==> config.mk <==
export PLATFORM = sky130hd
export DESIGN_NAME = pwm_aligned_chan
export DESIGN_NICKNAME = d
export VERILOG_FILES = /design/src/rtl/pwm_pkg.sv /design/src/rtl/pwm_ctrl.sv /design/src/rtl/pwm_dp.sv /design/src/rtl/pwm_aligned_chan.sv
export SDC_FILE = /design/constraint.sdc
export NUM_CORES = 1
export LEC_CHECK = 0
export CAP_MARGIN = 20
export CORE_AREA = 2 2 82 84
export DETAILED_ROUTE_END_ITERATION = 7
export DIE_AREA = 0 0 84 86
export GPL_ROUTABILITY_DRIVEN = 0
export GPL_TIMING_DRIVEN = 0
export PLACE_DENSITY = 0.66
export SLEW_MARGIN = 15
export SYNTH_ARGS = -nofsm -noshare
export SYNTH_HDL_FRONTEND = slang
export SYNTH_HIERARCHICAL = 1
export SYNTH_SLANG_ARGS = --single-unit
==> constraint.sdc <==
create_clock -name clk -period 5.89 [get_ports clk]
set_input_delay 1.178 -clock clk [delete_from_list [all_inputs] [get_ports clk]]
set_output_delay 1.178 -clock clk [all_outputs]
set_load 0.01 [all_outputs]
==> src/rtl/pwm_pkg.sv <==
package pwm_pkg;
  typedef struct packed {
    logic inc;   // step count up
    logic dec;   // step count down
    logic clr;   // return count to zero
    logic load;  // copy staging into working registers
  } ctrlStrobe_t;
endpackage

==> src/rtl/pwm_ctrl.sv <==
module pwm_ctrl
  import pwm_pkg::*;
#(
  parameter int CNT_W = 8
) (
  input  logic             clk,
  input  logic             rstN,
  input  logic             tick,
  input  logic             chanEn,
  input  logic             centerMode,
  input  logic             wrCount,
  input  logic [CNT_W-1:0] count,
  input  logic [CNT_W-1:0] perAct,
  output ctrlStrobe_t      strobe
);
  localparam int EXT_W = CNT_W + 1;

  logic dirUp;
  logic dirNext;
  logic [EXT_W-1:0] countPlus;
  logic perZero;

  assign countPlus = {1'b0, count} + EXT_W'(1);
  assign perZero   = (perAct == '0);

  always_comb begin
    strobe  = '0;
    dirNext = dirUp;
    if (wrCount) begin
      strobe.clr  = 1'b1;
      strobe.load = 1'b1;
      dirNext     = 1'b1;
    end else if (!chanEn) begin
      strobe.load = 1'b1;
    end else if (tick) begin
      if (perZero) begin
        strobe.clr  = 1'b1;
        strobe.load = 1'b1;
        dirNext     = 1'b1;
      end else if (!centerMode) begin
        if (countPlus >= {1'b0, perAct}) begin
          strobe.clr  = 1'b1;
          strobe.load = 1'b1;
          dirNext     = 1'b1;
        end else begin
          strobe.inc = 1'b1;
        end
      end else if (dirUp) begin
        strobe.inc = 1'b1;
        if (countPlus >= {1'b0, perAct}) dirNext = 1'b0;
      end else begin
        if (count <= CNT_W'(1)) begin
          strobe.clr  = 1'b1;
          strobe.load = 1'b1;
          dirNext     = 1'b1;
        end else begin
          strobe.dec = 1'b1;
        end
      end
    end
  end

  always_ff @(posedge clk or negedge rstN) begin
    if (!rstN) dirUp <= 1'b1;
    else       dirUp <= dirNext;
  end

  // disabled channel keeps its count
  p_hold_disabled_r6: assert property (@(posedge clk) disable iff (!rstN)
    (!chanEn && !wrCount) |=> $stable(count));

  // no tick, no movement
  p_tick_only_r5: assert property (@(posedge clk) disable iff (!rstN)
    (!tick && !wrCount) |=> $stable(count));

  // counter write restarts counting upward from zero
  p_cntwr_reset_r7: assert property (@(posedge clk) disable iff (!rstN)
    wrCount |=> (count == '0) && dirUp);

  // direction turns only at the top of the period
  p_turn_top_r4: assert property (@(posedge clk) disable iff (!rstN)
    $fell(dirUp) |-> (count == perAct));

  // edge mode never reaches the period value
  p_left_bound_r3: assert property (@(posedge clk) disable iff (!rstN)
    (!centerMode && chanEn && !wrCount && perAct != '0 && count < perAct)
      |=> (count < $past(perAct)) || (count == '0));
endmodule

==> src/rtl/pwm_dp.sv <==
module pwm_dp
  import pwm_pkg::*;
#(
  parameter int CNT_W = 8
) (
  input  logic             clk,
  input  logic             rstN,
  input  ctrlStrobe_t      strobe,
  input  logic             wrPeriod,
  input  logic             wrDuty,
  input  logic [CNT_W-1:0] wrData,
  input  logic             polarity,
  output logic [CNT_W-1:0] count,
  output logic [CNT_W-1:0] perAct,
  output logic             pwmOut
);
  logic [CNT_W-1:0] perBuf;
  logic [CNT_W-1:0] dutyBuf;
  logic [CNT_W-1:0] dutyAct;
  logic             active;

  always_ff @(posedge clk or negedge rstN) begin
    if (!rstN) begin
      perBuf  <= '0;
      dutyBuf <= '0;
    end else begin
      if (wrPeriod) perBuf  <= wrData;
      if (wrDuty)   dutyBuf <= wrData;
    end
  end

  always_ff @(posedge clk or negedge rstN) begin
    if (!rstN) begin
      perAct  <= '0;
      dutyAct <= '0;
    end else if (strobe.load) begin
      perAct  <= perBuf;
      dutyAct <= dutyBuf;
    end
  end

  always_ff @(posedge clk or negedge rstN) begin
    if (!rstN)           count <= '0;
    else if (strobe.clr) count <= '0;
    else if (strobe.inc) count <= count + CNT_W'(1);
    else if (strobe.dec) count <= count - CNT_W'(1);
  end

  assign active = (dutyAct >= perAct) || (count < dutyAct);
  assign pwmOut = polarity ? active : ~active;

  // working values stay put between load points
  p_hold_active_r2: assert property (@(posedge clk) disable iff (!rstN)
    !strobe.load |=> $stable(perAct) && $stable(dutyAct));

  // a zero period never lets the count leave zero
  p_zero_period_r9: assert property (@(posedge clk) disable iff (!rstN)
    (perAct == '0 && count == '0 && !strobe.load) |=> (count == '0));
endmodule

==> src/rtl/pwm_aligned_chan.sv <==
module pwm_aligned_chan
  import pwm_pkg::*;
#(
  parameter int CNT_W = 8
) (
  input  logic             clk,
  input  logic             rstN,
  input  logic             tick,
  input  logic             chanEn,
  input  logic             polarity,
  input  logic             centerMode,
  input  logic             wrPeriod,
  input  logic             wrDuty,
  input  logic             wrCount,
  input  logic [CNT_W-1:0] wrData,
  output logic [CNT_W-1:0] countOut,
  output logic             pwmOut
);
  ctrlStrobe_t      strobe;
  logic [CNT_W-1:0] count;
  logic [CNT_W-1:0] perAct;

  pwm_ctrl #(.CNT_W(CNT_W)) u_ctrl (
    .clk(clk), .rstN(rstN), .tick(tick), .chanEn(chanEn),
    .centerMode(centerMode), .wrCount(wrCount), .count(count),
    .perAct(perAct), .strobe(strobe)
  );

  pwm_dp #(.CNT_W(CNT_W)) u_dp (
    .clk(clk), .rstN(rstN), .strobe(strobe), .wrPeriod(wrPeriod),
    .wrDuty(wrDuty), .wrData(wrData), .polarity(polarity),
    .count(count), .perAct(perAct), .pwmOut(pwmOut)
  );

  assign countOut = count;
endmodule

==> results of run 1 <==
[routing by layer]
layer	wire length [µm]	share of wire, %	vias up	global-route usage, %
met5	0	0	-	0
met1	2630	48	1051	21.0
met2	2660	49	28	27.7
met3	138	2.5	2	2.98
li1	-	-	1095	-
met4	19	0.35	0	3.96
[cell type report]
cell class | instances | area share [%]
Timing Repair Buffer | 24 | 7.64
Multi-Input combinational cell | 212 | 49.2
Tap cell | 77 | 3.00
Clock buffer | 6 | 2.26
Inverter | 32 | 3.74
Buffer | 7 | 0.975
Sequential cell | 41 | 32.0
Clock inverter | 2 | 1.21
[worst reg2reg max path: cells and delay by family (launching register included)]
kind,cells,cell delay (ps)
compound gates,4,1170
fa+ha+maj,2,710
buf+inv,1,310
flops,1,560
simple gates,9,1550
xor+xnor,1,150
[final timing paths]
| check | slack, ps | to | cells past startpoint | start |
|---|---|---|---|---|
| min in group asynchronous | 820 | u_dp/perBuf[4]$_DFFE_PN0P_ | 1 | rstN |
| max reg2reg | 1370 | u_dp/count[4]$_DFFE_PN0P_ | 17 | u_dp/count[2]$_DFFE_PN0P_ |
| min | 490 | u_dp/dutyAct[5]$_DFFE_PN0P_ | 2 | u_dp/dutyBuf[5]$_DFFE_PN0P_ |
| max | 1370 | u_dp/count[4]$_DFFE_PN0P_ | 17 | u_dp/count[2]$_DFFE_PN0P_ |
| min reg2reg | 490 | u_dp/dutyAct[5]$_DFFE_PN0P_ | 2 | u_dp/dutyBuf[5]$_DFFE_PN0P_ |
| max in group asynchronous | 4520 | u_ctrl/dirUp$_DFFE_PN1P_ | 2 | rstN |
[cells in the mapped netlist, drive strengths merged (2+ instances only)]
library cell  count
xor2              3
nor4              4
nand3            10
buf               2
nand2b            3
o21a              3
inv              32
nor3              9
dfrtp            40
ha               32
nor4b             2
o21ai            21
nand4             3
a211oi            3
clkbuf            5
nor2             13
a31oi             2
and2              2
a21oi            18
mux2             17
nand2            33
xnor2             4
a211o             4
o211ai            6
o21bai            4
nor2b             3
or4               2
[flip-flops by register name (all words and copies together), names as in the netlist]
name,cells
u_dp/count,8
u_dp/dutyAct,8
u_dp/dutyBuf,8
u_dp/perAct,8
u_dp/perBuf,8
u_ctrl/dirUp,1
[metrics by stage]
stage	hold WS, ps	cells	setup WS [ps]
finish	487	401	1370
global route	506	401	927
CTS	490	401	1320
detailed placement	466	393	1370
global placement	463	392	1400
floorplan	446	292	2030
[logic make-up (layout without fill, tap and decap cells)]
logic type / after synthesis / after routing / share of synthesized area, %
AND/OR/NAND/NOR: 88 / 88 / 16.8
AO/OA/AOI/OAI: 66 / 66 / 15.7
flip-flops: 41 / 41 / 37.3
buffers and inverters: 39 / 71 / 5.49
adder cells (fa/ha/maj): 33 / 33 / 15.3
multiplexers: 18 / 18 / 7.31
XOR/XNOR: 7 / 7 / 2.22
[power by group]
part | switching [mW] | internal, mW
logic | 0.0957 | 0.0856
clock network | 0.0990 | 0.127
registers | 0.0235 | 0.309
==> results.toml, run 1 <==
[synthesis]
synth_area_mm2 = 0.00276
synth.area.top_cells = "dfrtp_1 36%, ha_1 15%, mux2_2 6.9%, nand2_1 4.5%, inv_1 4.4%"
synth_seq_cells = 41
synth_cells = 292
yosys_warnings = 6
syn_avg_cell_area_um2 = 9.44
synth_edf_count = 0
synth-main-ff-cell = "dfrtp_1"
synthesis.nets = 342
netlist.area_leader.share_pct = 36.3
ys_async_sr_fraction_pct = 100
synth_cell_types = 50
synth_top_area_cell = "dfrtp_1"
synth_seq_area_share_pct = 37.3

[global_routing]
grt_pass1_wl_mm = 9.45
grt_pass1_vias = 2061
grt_usage_pct = 16.1
antenna_found_initial = 0
grt_overflow = 0
grt_max_degree = 24

[timing]
finalMaxSlewViolations = 0
hold_violations = 0
setup_violations = 0
fin_setup_tns_ps = 0
period_share_pct = 76.8
worst_pin_slew_ps = 652
fin_crit_ps = 4520
fin_worst_skew_ps = 5.42
max_slew_margin_pct = 56.5
fmax_mhz = 221
rsz0062_at_grt = "no"

[detailed_routing]
vias = 2176
drtIter0Drc = 73
routed_wl_mm = 5.45
dr.pass1.iters = 4
drc = 0
post_drt_wl_per_cell_um = 13.6
viasPerCell = 5.43
ant_nets = 0

[clocking]
h-tree-depth = 2
cts_tree = "built"
cts_sinks = 41
numCtsBuffers = 5
path_clk_slew_ps = 80
worstSkewPairLatency_ps = 290
post_cts_buffers = 0
post_cts_resized = 0
cts_hold_buf = 0
clock_path_buffers = 2
clockRootBuffer = "clkbuf_8"

[floorplanning]
io-pin-count = 26
die_w_um = 84
num_rows = 29
core_region_area_mm2 = 0.00628
die_h_um = 86
fp.dieArea_mm2 = 0.00722
start_util_pct = 43.9

[critical_path]
crit_slowest_cell = "dfrtp_1"
crit_chain = "nand3_2 > nor3_1 > nand3_1 > xnor2_1 > ha_1 > nand3_1 > nor2_1 > nor4_2 > nand3b_1 > a21oi_1 > inv_1 > ha_1 > nor2b_4 > o21a_2 > o21a_1 > o31ai_1 > and2_1"
cp-end-kind = "register"
cp_slowest_stage_delay_ps = 560
crit_arrival_ps = 4750
required_ps = 6120
startpoint_type = "register"
crit_type = "reg2reg"
cp_max_fo = 9
crit_buf_inv = 1
crit_family = "simple AND/OR/NAND/NOR gates"

[place]
dpl-instance-area_mm2 = 0.00310
io_buffers = 23
dp_hpwl_mm = 4.23

[finish]
antenna_cells = 0
layout_commonest_cell = "dfrtp_1"
syn2layout_area_growth_pct = 16.4
regArea_mm2 = 0.00103
stdcell_area_mm2 = 0.00321
fin_nets = 373
layout_common_cells = "40 x dfrtp_1, 33 x nand2_1, 32 x inv_1, 32 x ha_1, 22 x clkdlybuf4s50_1"
layout-drive-gt1-share_pct = 13.6
n_fill_cell = 586
multi_input_area_mm2 = 0.00158
post-route-util_pct = 51.1

[power]
power_mw = 0.741
power_leakage_nw = 1.49
p_per_area_mw_per_mm2 = 231
peakVddDrop_mv = 0.167

[worst_hold_path]
min_path_type = "reg2reg"

[run_status]
outcome = "complete, no violations"

[job]
maxCapViolCount = 0
Note: power is estimated with default switching activity, not from simulation.
==> inputs of run 2 (changes only) <==
Settings changed: PLACE_DENSITY 0.66 to 0.69.
Clock period 5.89 ns to 4 ns, I/O delays scaled along.
==> results.toml, run 2 (synthesis results as in run 1) <==
[run_status]
outcome = "complete, no violations"

[timing]
fin_setup_tns_ps = 0
period_share_pct = 95.0
setup_slack_ps = 202
hold_slack_ps = 482
fmax_mhz = 263
setup_violations = 0
fin_crit_ps = 3800
fin_worst_skew_ps = 7.48
max_slew_margin_pct = 62.2
finalMaxSlewViolations = 0
hold_violations = 0
rsz0062_at_grt = "no"
worst_pin_slew_ps = 567

[finish]
post-route-util_pct = 53.1
final_cells = 410
layout_common_cells = "35 x dfrtp_1, 33 x nand2_1, 32 x inv_1, 30 x ha_1, 22 x clkdlybuf4s50_1"
layout-drive-gt1-share_pct = 18.9
stdcell_area_mm2 = 0.00333
layout_commonest_cell = "dfrtp_1"
antenna_cells = 0
syn2layout_area_growth_pct = 20.9
fin_nets = 382

[power]
switching_share_pct = 30.3
p_per_area_mw_per_mm2 = 335
peakVddDrop_mv = 0.328
combPwrFrac_pct = 25.3
switchingPower_mw = 0.338
power_mw = 1.12
power_frac_clock_pct = 30.8
power_leakage_nw = 1.55
seq_power_share_pct = 43.9
internal_power_mw = 0.779

[global_routing]
grt_overflow = 0
grt_pass1_vias = 2142
grt_pass1_wl_mm = 9.71
grt_usage_pct = 16.6
grt_max_degree = 24
antenna_found_initial = 0

[critical_path]
cp_slowest_stage_delay_ps = 490
reg2reg_slack_ps = 200
crit_type = "reg2reg"
required_ps = 4180
crit_slowest_cell = "dfrtp_2"
reg2reg_depth = 17
startpoint_type = "register"
crit_chain = "nand3_2 > nor3_4 > nand3_1 > xnor2_1 > ha_1 > nand3_1 > nor2_1 > nor4_2 > nand3b_1 > a21oi_4 > inv_1 > ha_1 > a211oi_2 > nor3_2 > mux2i_1 > nor3_1 > nor3_2"
cp-end-kind = "register"
rr_startpoint = "u_dp/count[2]$_DFFE_PN0P_"
rr_endpoint = "u_dp/count[7]$_DFFE_PN0P_"
crit_arrival_ps = 3980
cp_max_fo = 9

[detailed_routing]
drtIter0Drc = 90
post_drt_wl_per_cell_um = 14.1
ant_nets = 0
dr.pass1.iters = 4
routed_wl_mm = 5.79
vias = 2240
viasPerCell = 5.46
drc = 0

[clocking]
cts_tree = "built"
clockRootBuffer = "clkbuf_8"
path_clk_slew_ps = 90
numCtsBuffers = 5
clock_path_buffers = 2
worstSkewPairLatency_ps = 300
h-tree-depth = 2
cts_sinks = 41
cts_hold_buf = 0

[floorplanning]
fp.dieArea_mm2 = 0.00722
die_h_um = 86
io-pin-count = 26
die_w_um = 84
core_region_area_mm2 = 0.00628
num_rows = 29
start_util_pct = 43.9

[place]
pre_cts_ws_ps = -507
dpl-instance-area_mm2 = 0.00311
placed_cells = 393
io_buffers = 23
dp_hpwl_mm = 4.27

[worst_hold_path]
hold_start = "u_dp/dutyBuf[3]$_DFFE_PN0P_"
min_to = "u_dp/dutyAct[3]$_DFFE_PN0P_"
min_path_type = "reg2reg"
whs_path_depth = 2

[job]
maxCapViolCount = 0
-- run 2: area by class of cell --
type	count	area [µm²]
multi-input cells	212	1620
clock inverters	2	38.8
plain buffers	7	31.3
inverters	32	120
well taps	77	96.3
fillers	576	2950
clock buffers	6	72.6
repair buffers	33	320
flip-flops and latches	41	1030
-- run 2: power by group through the flow --
stage / Combinational [mW] / Sequential [mW] / Clock [mW]
2_1_floorplan: 0.186 / 0.490 / 0
3_3_place_gp: 0.258 / 0.497 / 0
3_5_place_dp: 0.269 / 0.499 / 0
4_1_cts: 0.274 / 0.491 / 0.348
5_1_grt: 0.321 / 0.497 / 0.363
6_report: 0.283 / 0.490 / 0.344
-- run 2: metal layers --
| metal | up-vias | wire, µm | track usage [%] |
|---|---|---|---|
| met2 | 38 | 2770 | 28.2 |
| met1 | 1085 | 2740 | 21.6 |
| met5 | - | 0 | 0 |
| met3 | 12 | 172 | 2.89 |
| met4 | 0 | 104 | 5.28 |
| li1 | 1105 | - | - |
-- run 2: worst max-delay path: cells and delay by family (launching register included) --
family | cells | cell delay, ps
simple gates | 10 | 1540
fa+ha+maj | 2 | 660
compound gates | 2 | 510
flops | 1 | 490
buf+inv | 1 | 170
xor+xnor | 1 | 160
mux | 1 | 140
-- run 2: worst max path at each step --
| stage | startpoint | to | slack (ps) | depth (start not counted) |
|---|---|---|---|---|
| floorplan | u_dp/count[2]$_DFFE_PN0P_ | u_dp/count[4]$_DFFE_PN0P_ | 140 | 17 |
| global placement | u_dp/count[0]$_DFFE_PN0P_ | u_dp/count[4]$_DFFE_PN0P_ | -440 | 17 |
| detailed placement | u_dp/count[0]$_DFFE_PN0P_ | u_dp/count[7]$_DFFE_PN0P_ | -510 | 17 |
| CTS | u_dp/count[0]$_DFFE_PN0P_ | u_dp/count[7]$_DFFE_PN0P_ | 20 | 17 |
| global route | u_dp/count[0]$_DFFE_PN0P_ | u_dp/count[7]$_DFFE_PN0P_ | 20 | 17 |
| finish | u_dp/count[2]$_DFFE_PN0P_ | u_dp/count[7]$_DFFE_PN0P_ | 200 | 17 |
-- run 2: repair_timing --
item	4_1_cts	5_1_grt
gates resized for setup	8	4
setup buffers	1	8
pin swaps	1	3
endpoints found under the setup margin	6	5
==> inputs of run 3 (changes only) <==
Settings changed: CORE_AREA 2 2 82 84 to 2 2 79 81, DIE_AREA 0 0 84 86 to 0 0 81 83, SYNTH_HIERARCHICAL 1 to unset.
==> results.toml, run 3 <==
[synthesis]
ys_async_sr_fraction_pct = 100
synth_area_mm2 = 0.00254
synth_edf_count = 0
synth_seq_area_share_pct = 40.5
netlist.area_leader.share_pct = 39.4
synth_top_area_cell = "dfrtp_1"
synth-main-ff-cell = "dfrtp_1"
synth_cell_types = 48
yosys-top-cells-count = "40 x dfrtp_1, 26 x ha_1, 22 x mux2_2"
synth.area.top_cells = "dfrtp_1 39%, ha_1 13%, mux2_2 9.8%, mux2_4 5.9%, inv_1 2.8%"
syn_avg_cell_area_um2 = 11.2
synth.most_common_cell = "dfrtp_1"
yosys_warnings = 0
synth_cells = 226
synth_seq_cells = 41
synthesis.nets = 269

[detailed_routing]
drtIter0Drc = 40
dr.pass1.iters = 4
viasPerCell = 5.51
drc = 0
post_drt_wl_per_cell_um = 14.5
routed_wl_mm = 4.83
vias = 1836
ant_nets = 0

[timing]
fmax_mhz = 266
fin_worst_skew_ps = 2.28
fin_crit_ps = 3760
finalMaxSlewViolations = 0
period_share_pct = 93.9
hold_violations = 0
setup_violations = 0
rsz0062_at_grt = "no"
max_slew_margin_pct = 51.1
worst_pin_slew_ps = 724
fin_setup_tns_ps = 0

[clocking]
cts_hold_buf = 0
post_cts_buffers = 0
h-tree-depth = 2
numCtsBuffers = 5
cts_tree = "built"
cts_sinks = 41
worstSkewPairLatency_ps = 290
clock_path_buffers = 2
path_clk_slew_ps = 80
clockRootBuffer = "clkbuf_8"
post_cts_resized = 0

[global_routing]
grt_max_degree = 31
antenna_found_initial = 0
grt_usage_pct = 15.8
grt_overflow = 0
grt_pass1_wl_mm = 8.36
grt_pass1_vias = 1719

[finish]
layout-drive-gt1-share_pct = 20.9
layout_common_cells = "38 x dfrtp_1, 26 x ha_1, 22 x mux2_2, 22 x clkdlybuf4s50_1, 19 x inv_1"
fin_nets = 300
antenna_cells = 0
post-route-util_pct = 51.4
n_fill_cell = 556
layout_commonest_cell = "dfrtp_1"
syn2layout_area_growth_pct = 17.8

[critical_path]
cp-end-kind = "register"
startpoint_type = "register"
cp_max_fo = 10
crit_type = "reg2reg"
crit_arrival_ps = 3940
required_ps = 4180

[floorplanning]
io-pin-count = 26
die_h_um = 83
die_w_um = 81
fp.dieArea_mm2 = 0.00672
start_util_pct = 43.7
num_rows = 28
core_region_area_mm2 = 0.00582

[worst_hold_path]
min_path_type = "in2async"

[power]
p_per_area_mw_per_mm2 = 348
power_leakage_nw = 1.39
peakVddDrop_mv = 0.212
power_mw = 1.04

[place]
dp_hpwl_mm = 3.80
io_buffers = 23

[run_status]
outcome = "complete, no violations"

[job]
maxCapViolCount = 0
run 3: worst paths after layout:
| check | start | end | slack, ps | depth (start not counted) |
|---|---|---|---|---|
| max | u_dp.count[0]$_DFFE_PN0P_ | u_dp.perAct[6]$_DFFE_PN0P_ | 240 | 13 |
| min | rstN | u_dp.count[3]$_DFFE_PN0P_ | 400 | 1 |
| max reg2reg | u_dp.count[0]$_DFFE_PN0P_ | u_dp.perAct[6]$_DFFE_PN0P_ | 240 | 13 |
| min reg2reg | u_ctrl.dirUp$_DFFE_PN1P_ | u_ctrl.dirUp$_DFFE_PN1P_ | 500 | 2 |
| max in group asynchronous | rstN | u_ctrl.dirUp$_DFFE_PN1P_ | 3080 | 2 |
| min in group clk | u_ctrl.dirUp$_DFFE_PN1P_ | u_ctrl.dirUp$_DFFE_PN1P_ | 500 | 2 |
run 3: logic make-up (layout without fill, tap and decap cells):
logic type / count (synthesis) / in the layout / share of synthesized area, %
and+or+nand+nor: 54 / 54 / 12.1
DFF: 41 / 41 / 40.5
AOI/OAI and AO/OA: 38 / 38 / 10.8
muxes: 32 / 32 / 15.7
adders and majority gates: 26 / 26 / 12.8
buffers and inverters: 25 / 57 / 4.68
xor gates and xnor gates: 10 / 10 / 3.45
run 3: through the flow:
step,std cells,instance area (µm²),hold WS [ps],worst slack (ps)
floorplan,226,2540,459,488
global placement,324,2860,482,157
detailed placement,325,2880,491,126
CTS,333,2990,403,101
global route,333,2990,399,52.3
finish,333,2990,397,242
run 3: power by group:
part	internal, mW	switching (mW)
Combinational	0.119	0.0983
Sequential	0.456	0.0358
Clock	0.187	0.145
run 3: area by class of cell:
type,count,area (µm²),share of cell area [%]
clock buffer,6,72.6,2.43
inverter,19,71.3,2.38
tap,75,93.8,3.14
buffer,6,47.5,1.59
sequential,41,1030,34.4
clock inverter,2,38.8,1.30
timing repair buffer,24,245,8.20
multi-input combinational,160,1390,46.5
run 3: critical path, stage by stage (launching register included):
cell,delay (ps)
dfrtp_2,480
ha_1,260
and3_1,260
nand3_1,110
xnor2_1,240
ha_1,290
a21o_1,170
a221o_1,380
a211oi_4,340
o221ai_2,180
a211o_1,340
buf_6,150
buf_12,150
mux2_4,300
run 3: routing by layer:
| metal | track usage, % | share of wire, % | vias up |
|---|---|---|---|
| met5 | 0 | 0 | - |
| met4 | 3.70 | 1.1 | 0 |
| met3 | 3.37 | 4.7 | 6 |
| met2 | 24.3 | 47 | 39 |
| met1 | 22.6 | 47 | 908 |
| li1 | - | - | 883 |
